[src/rtl/sq_pkg.sv]
package sq_pkg;

   // Slots an instruction occupies: at least one, at most the whole ring.
   function automatic int unsigned slot_need(int unsigned uops, int unsigned depth);
      if (uops == 0) return 1;
      if (uops > depth) return depth;
      return uops;
   endfunction

   // Ring index advance for any depth; step never exceeds depth.
   function automatic int unsigned ring_add(int unsigned base, int unsigned step,
                                            int unsigned depth);
      int unsigned s;
      s = base + step;
      return (s >= depth) ? s - depth : s;
   endfunction

endpackage

[src/rtl/sq_alloc.sv]
module sq_alloc
   import sq_pkg::*;
#(
   parameter int DEPTH = 16,
   parameter int UOP_W = 5,
   parameter int IDX_W = 4,
   parameter int CNT_W = 5
) (
   input  logic             clk,
   input  logic             rst_n,
   input  logic             disp_valid,
   input  logic [UOP_W-1:0] disp_uops,
   input  logic [CNT_W-1:0] free_cnt,
   output logic             ready,
   output logic             fire,
   output logic [CNT_W-1:0] need,
   output logic [IDX_W-1:0] tail
);

   localparam bit POW2 = (DEPTH & (DEPTH - 1)) == 0;

   logic [IDX_W-1:0] tail_q;
   logic [IDX_W-1:0] tail_d;

   assign need  = CNT_W'(slot_need(32'(disp_uops), DEPTH));
   assign ready = need <= free_cnt;
   assign fire  = disp_valid && ready;
   assign tail  = tail_q;

   generate
      if (POW2) begin : g_mask_wrap
         assign tail_d = tail_q + IDX_W'(need);
      end else begin : g_cmp_wrap
         assign tail_d = IDX_W'(ring_add(32'(tail_q), 32'(need), DEPTH));
      end
   endgenerate

   always_ff @(posedge clk) begin
      if (!rst_n)
         tail_q <= '0;
      else if (fire)
         tail_q <= tail_d;
   end


   tail_step_chk: assert property (@(posedge clk) disable iff (!rst_n)
      fire && (need != CNT_W'(DEPTH)) |=> tail_q != $past(tail_q));

endmodule

[src/rtl/sq_entry_store.sv]
module sq_entry_store #(
   parameter int DEPTH = 16,
   parameter int IDX_W = 4,
   parameter int CNT_W = 5,
   parameter int TAG_W = 8
) (
   input  logic                        clk,
   input  logic                        rst_n,
   input  logic                        wr_en,
   input  logic [IDX_W-1:0]            wr_idx,
   input  logic [CNT_W-1:0]            wr_cnt,
   input  logic [TAG_W-1:0]            wr_tag,
   input  logic                        set_en,
   input  logic [IDX_W-1:0]            set_idx,
   input  logic [DEPTH-1:0]            clr_vec,
   output logic [DEPTH-1:0]            busy,
   output logic [DEPTH-1:0]            done,
   output logic [DEPTH-1:0][CNT_W-1:0] cnt,
   output logic [DEPTH-1:0][TAG_W-1:0] tag
);

   genvar s;
   generate
      for (s = 0; s < DEPTH; s++) begin : g_slot
         always_ff @(posedge clk) begin
            if (!rst_n) begin
               busy[s] <= 1'b0;
               done[s] <= 1'b0;
               cnt[s]  <= '0;
               tag[s]  <= '0;
            end else begin
               if (clr_vec[s]) begin
                  busy[s] <= 1'b0;
                  done[s] <= 1'b0;
               end
               if (set_en && set_idx == IDX_W'(s))
                  done[s] <= 1'b1;
               if (wr_en && wr_idx == IDX_W'(s)) begin
                  busy[s] <= 1'b1;
                  done[s] <= 1'b0;
                  cnt[s]  <= wr_cnt;
                  tag[s]  <= wr_tag;
               end
            end
         end
      end
   endgenerate


   cmpl_legal_chk: assert property (@(posedge clk) disable iff (!rst_n)
      set_en |-> busy[set_idx] && !done[set_idx]);

endmodule

[src/rtl/sq_retire_sel.sv]
module sq_retire_sel
   import sq_pkg::*;
#(
   parameter int DEPTH = 16,
   parameter int IDX_W = 4,
   parameter int CNT_W = 5,
   parameter int TAG_W = 8,
   parameter int LANES = 2
) (
   input  logic                        clk,
   input  logic                        rst_n,
   input  logic [CNT_W-1:0]            occ,
   input  logic [DEPTH-1:0]            busy,
   input  logic [DEPTH-1:0]            done,
   input  logic [DEPTH-1:0][CNT_W-1:0] cnt,
   input  logic [DEPTH-1:0][TAG_W-1:0] tag,
   output logic [LANES-1:0]            ret_valid,
   output logic [LANES*TAG_W-1:0]      ret_tag,
   output logic [DEPTH-1:0]            clr_vec,
   output logic [CNT_W-1:0]            ret_slots,
   output logic [IDX_W-1:0]            head
);

   logic [IDX_W-1:0] head_q;
   logic [IDX_W-1:0] walk_idx;
   int unsigned      used_v;
   logic             go_v;

   assign head = head_q;

   always_comb begin
      walk_idx  = head_q;
      used_v    = 0;
      go_v      = 1'b1;
      ret_valid = '0;
      ret_tag   = '0;
      clr_vec   = '0;
      for (int l = 0; l < LANES; l++) begin
         if (go_v && (used_v < 32'(occ)) && busy[walk_idx] && done[walk_idx]) begin
            ret_valid[l]             = 1'b1;
            ret_tag[l*TAG_W +: TAG_W] = tag[walk_idx];
            clr_vec[walk_idx]        = 1'b1;
            used_v                   = used_v + 32'(cnt[walk_idx]);
            walk_idx = IDX_W'(ring_add(32'(walk_idx), 32'(cnt[walk_idx]), DEPTH));
         end else begin
            go_v = 1'b0;
         end
      end
      ret_slots = CNT_W'(used_v);
   end

   always_ff @(posedge clk) begin
      if (!rst_n)
         head_q <= '0;
      else
         head_q <= walk_idx;
   end

endmodule

[src/rtl/slot_retire_queue.sv]
module slot_retire_queue #(
   parameter  int DEPTH      = 16,
   parameter  int UOP_W      = 5,
   parameter  int TAG_W      = 8,
   parameter  int MAX_RETIRE = 2,
   localparam int IDX_W      = $clog2(DEPTH),
   localparam int CNT_W      = $clog2(DEPTH + 1),
   localparam int LANES      = (MAX_RETIRE == 0) ? DEPTH : MAX_RETIRE
) (
   input  logic                   clk,
   input  logic                   rst_n,
   input  logic                   disp_valid,
   input  logic [UOP_W-1:0]       disp_uops,
   input  logic [TAG_W-1:0]       disp_tag,
   output logic                   disp_ready,
   output logic [IDX_W-1:0]       disp_token,
   input  logic                   cmpl_valid,
   input  logic [IDX_W-1:0]       cmpl_token,
   output logic [LANES-1:0]       ret_valid,
   output logic [LANES*TAG_W-1:0] ret_tag,
   output logic [CNT_W-1:0]       free_slots
);

   generate
      if (DEPTH < 2) begin : g_bad_depth
         $error("slot_retire_queue: DEPTH must be at least 2");
      end
      if (MAX_RETIRE < 0 || MAX_RETIRE > DEPTH) begin : g_bad_limit
         $error("slot_retire_queue: MAX_RETIRE must lie in 0..DEPTH");
      end
      if (UOP_W < 1 || TAG_W < 1) begin : g_bad_width
         $error("slot_retire_queue: UOP_W and TAG_W must be positive");
      end
   endgenerate

   logic [CNT_W-1:0]            free_q;
   logic                        fire;
   logic [CNT_W-1:0]            need;
   logic [IDX_W-1:0]            tail;
   logic [DEPTH-1:0]            busy;
   logic [DEPTH-1:0]            done;
   logic [DEPTH-1:0][CNT_W-1:0] cnt;
   logic [DEPTH-1:0][TAG_W-1:0] tag;
   logic [DEPTH-1:0]            clr_vec;
   logic [CNT_W-1:0]            ret_slots;
   logic [IDX_W-1:0]            head;
   logic [CNT_W-1:0]            occ;

   assign occ        = CNT_W'(DEPTH) - free_q;
   assign free_slots = free_q;
   assign disp_token = tail;

   sq_alloc #(.DEPTH(DEPTH), .UOP_W(UOP_W), .IDX_W(IDX_W), .CNT_W(CNT_W)) u_alloc (
      .clk        (clk),
      .rst_n      (rst_n),
      .disp_valid (disp_valid),
      .disp_uops  (disp_uops),
      .free_cnt   (free_q),
      .ready      (disp_ready),
      .fire       (fire),
      .need       (need),
      .tail       (tail)
   );

   sq_entry_store #(.DEPTH(DEPTH), .IDX_W(IDX_W), .CNT_W(CNT_W), .TAG_W(TAG_W)) u_store (
      .clk     (clk),
      .rst_n   (rst_n),
      .wr_en   (fire),
      .wr_idx  (tail),
      .wr_cnt  (need),
      .wr_tag  (disp_tag),
      .set_en  (cmpl_valid),
      .set_idx (cmpl_token),
      .clr_vec (clr_vec),
      .busy    (busy),
      .done    (done),
      .cnt     (cnt),
      .tag     (tag)
   );

   sq_retire_sel #(.DEPTH(DEPTH), .IDX_W(IDX_W), .CNT_W(CNT_W), .TAG_W(TAG_W),
                   .LANES(LANES)) u_retire (
      .clk       (clk),
      .rst_n     (rst_n),
      .occ       (occ),
      .busy      (busy),
      .done      (done),
      .cnt       (cnt),
      .tag       (tag),
      .ret_valid (ret_valid),
      .ret_tag   (ret_tag),
      .clr_vec   (clr_vec),
      .ret_slots (ret_slots),
      .head      (head)
   );

   always_ff @(posedge clk) begin
      if (!rst_n)
         free_q <= CNT_W'(DEPTH);
      else
         free_q <= free_q + ret_slots - (fire ? need : '0);
   end


   no_overflow_chk: assert property (@(posedge clk) disable iff (!rst_n)
      free_q <= CNT_W'(DEPTH));


   empty_idle_chk: assert property (@(posedge clk) disable iff (!rst_n)
      (free_q == CNT_W'(DEPTH)) |-> (busy == '0) && (ret_valid == '0));


   retire_bound_chk: assert property (@(posedge clk) disable iff (!rst_n)
      ret_slots <= occ);


   head_live_chk: assert property (@(posedge clk) disable iff (!rst_n)
      (free_q != CNT_W'(DEPTH)) |-> busy[head]);

endmodule

[config.mk]
export PLATFORM = sky130hd
export DESIGN_NAME = slot_retire_queue
export DESIGN_NICKNAME = d
export VERILOG_FILES = /design/src/rtl/sq_pkg.sv /design/src/rtl/sq_alloc.sv /design/src/rtl/sq_entry_store.sv /design/src/rtl/sq_retire_sel.sv /design/src/rtl/slot_retire_queue.sv
export SDC_FILE = /design/constraint.sdc
export NUM_CORES = 1
export LEC_CHECK = 0
export ABC_CLOCK_PERIOD_IN_PS = 14900
export CAP_MARGIN = 20
export CORE_MARGIN = 10
export CORE_UTILIZATION = 51
export DETAILED_ROUTE_END_ITERATION = 8
export DONT_BUFFER_PORTS = 1
export PLACE_DENSITY_LB_ADDON = 0.12
export SLEW_MARGIN = 20
export SYNTH_ARGS = -nofsm -noshare
export SYNTH_HDL_FRONTEND = slang
export SYNTH_SLANG_ARGS = --single-unit
[constraint.sdc]
create_clock -name clk -period 14.9 [get_ports clk]
set_input_delay 2.98 -clock clk [delete_from_list [all_inputs] [get_ports clk]]
set_output_delay 2.98 -clock clk [all_outputs]
set_load 0.02 [all_outputs]
==> summary.txt <==
Power and ir drop
  • Peak supply drop: 0.08238 mV
  • Pleak: 5.109 nW
  • Cell Pwr Density: 113.2 nW/um^2
  • Pwr Total: 1.780 mW

Routing
  • WL met1: 20990 um
  • Highest Signal Layer: met4
  • Vias: 13.34k
  • Routed Antenna Nets: 0
  • Via/cell ratio: 6.346
  • DR WL met3: 4316 um
  • First-pass DRT Iterations: 6
  • Metal2 WL: 22890 um
  • DRC viols: 0
  • Drt first-iter violations: 1630
  • Post-Route WL: 50050 um
  • Wirelength per Cell: 23.81 um

STA
  • Final setup vio count: 0
  • Setup_tns: 0 ps
  • Relative slew slack: 20.53%
  • WHS: 469.0 ps
  • Part of the cycle the worst path needs: 74.67%
  • Skew final: 11.28 ps
  • Max Clk Rate: 89.88 MHz
  • Worst-Margin Slew: 1189 ps
  • Final max-slew violation count: 0
  • Tmin final: 11130 ps
  • RSZ-0062 raised after global routing: false
  • Final hold viol count: 0

Min path
  • HP Class: reg2reg

Global routing
  • Initial antenna violation count: 0
  • First-pass GRT wire length: 77140 um
  • Largest net degree at the start of global routing: 89
  • Vias in the first global route: 12.76k
  • Grt total ovfl: 0
  • All-Layer GR Usage: 27.40%

Synthesis
  • Post-synth net total: 1846
  • Yosys warning total: 0
  • Post-synth EDFFs: 0
  • Mapped Cells: 1792
  • Async set-or-reset flop fraction in the synthesized netlist: 0%
  • Netlist Area Pre-Place: 14500 sq um
  • Top_reg_cell synth: dfxtp_1
  • Synth cell types: 65
  • Seq/Total Area, Yosys: 34.92%
  • Register bit total from synthesis: 253
  • Syn avg cell area: 8.093 sq um

Clocking
  • Worst-Skew Late Latency: 560 ps
  • Hold buffers post-CTS: 0
  • Total CTS buffers: 29
  • Root Driver: clkbuf_16
  • Post-CTS Setup Inserts: 0
  • Longest Clk Path Bufs: 3
  • Clock transition at path regs: 60 ps
  • CTS sink count: 253
  • Post-CTS Resized: 0
  • CTS tree: done
  • H-Tree Depth: 1

Critical path
  • CP max FO: 46
  • Worst Path Arrival: 8150 ps
  • CP Class: reg2out
  • CP endpoint kind: primary output
  • CP Data Required Time: 11920 ps
  • Crit path launch type: flip-flop

Floorplanning
  • Die span in x: 188.6 um
  • Initial Utilization: 51.92%
  • Die height: 188.6 um
  • Placement Rows: 61
  • Ports: 49
  • Core area: 27930 sq um
  • Die area: 35580 sq um

Cells and area
  • Most frequent cells in the layout: 537 x nand2_1, 251 x dfxtp_1, 188 x a21oi_1
  • Layout cells sized above 1: 10.85%
  • Util after Layout: 56.29%
  • Final net count: 1759
  • Diode count: 0
  • Commonest non-fill, non-tap cell in the layout: nand2_1
  • Synth-to-Final Area Change: 8.420%

Status
  • Status: finished clean

Place
  • GP Congestion: 0.9379
  • PortBufs: 0
  • Detailed placer's ending HPWL: 31350 um

Run
  • Max-cap viol count: 0
-- report_power, final --
group	internal [mW]	total, mW	switching (mW)
Sequential	0.700	0.735	0.0358
Clock	0.472	0.764	0.292
Combinational	0.107	0.280	0.173
Total	1.28	1.78	0.501
-- layout make-up --
cell class,instances,area (sq um)
fill,2593,12210
multi-input combinational,1356,8798
sequential,253,5072
clock buffer,43,838.3
tap,378,473.0
timing repair buffer,27,222.7
clock inverter,7,167.7
inverter,38,151.4
-- kinds of logic after synthesis --
group,count (synthesis),share of synthesized area (%)
AOI/OAI and AO/OA,342,15.06
xor gates and xnor gates,18,1.087
adders and majority gates,34,3.330
buffers and inverters,183,5.004
DFF,253,34.92
muxes,159,17.45
and+or+nand+nor,803,23.14
-- stage by stage --
stage	setup WS, ps	std cells	area [sq um]
6_report	3774	2102	15720
3_5_place_dp	4311	2051	14690
4_1_cts	3739	2101	15690
2_1_floorplan	6721	1792	14500
5_1_grt	3323	2102	15720
3_3_place_gp	4429	2051	14690
-- routing by layer --
layer / track usage, % / up-vias
li1: - / 6102
met1: 36.83 / 6482
met2: 43.23 / 649
met3: 4.284 / 107
met4: 10.93 / 0
met5: 0 / -
-- cells in the mapped netlist, drive strengths merged, types with 23 or more instances --
cell	number	area (sq um)
a21oi	188	940.9
a311oi	30	262.8
and3	23	143.9
buf	33	158.9
clkbuf	112	420.4
dfxtp	253	5065
ha	25	312.8
inv	35	133.9
mux2i	77	774.5
mux4	74	1667
nand2	538	2027
nand3	81	415.4
nor2	92	345.3
-- flip-flops by register name (all words and copies together) (netlist names) --
register and flops:
u_store.cnt 80, u_retire.head 4, free_slots 5, u_store.tag 128, u_store.busy 16, u_store.done 16, u_alloc.tail 4
-- critical path, stage by stage, from the launching register on --
cell,delay (ps)
dfxtp_4,690
buf_4,710
mux4_2,600
mux4_2,540
ha_1,220
inv_1,80
fa_1,470
inv_1,270
nand4_1,560
nand2_4,540
clkinv_2,730
mux2_2,530
mux4_2,480
a22oi_4,760
a211oi_1,320
-- final timing paths --
check	from	endpoint	slack [ps]	cells past startpoint
worst max-delay path	u_retire.head[0]	ret_tag[15]	3770	14
worst min-delay path	u_store.tag[116]	u_store.tag[116]	470	2
worst max register to register	u_retire.head[0]	free_slots[4]	5160	30
worst min register to register	u_store.tag[116]	u_store.tag[116]	470	2
(Power assumes the default switching activity.)
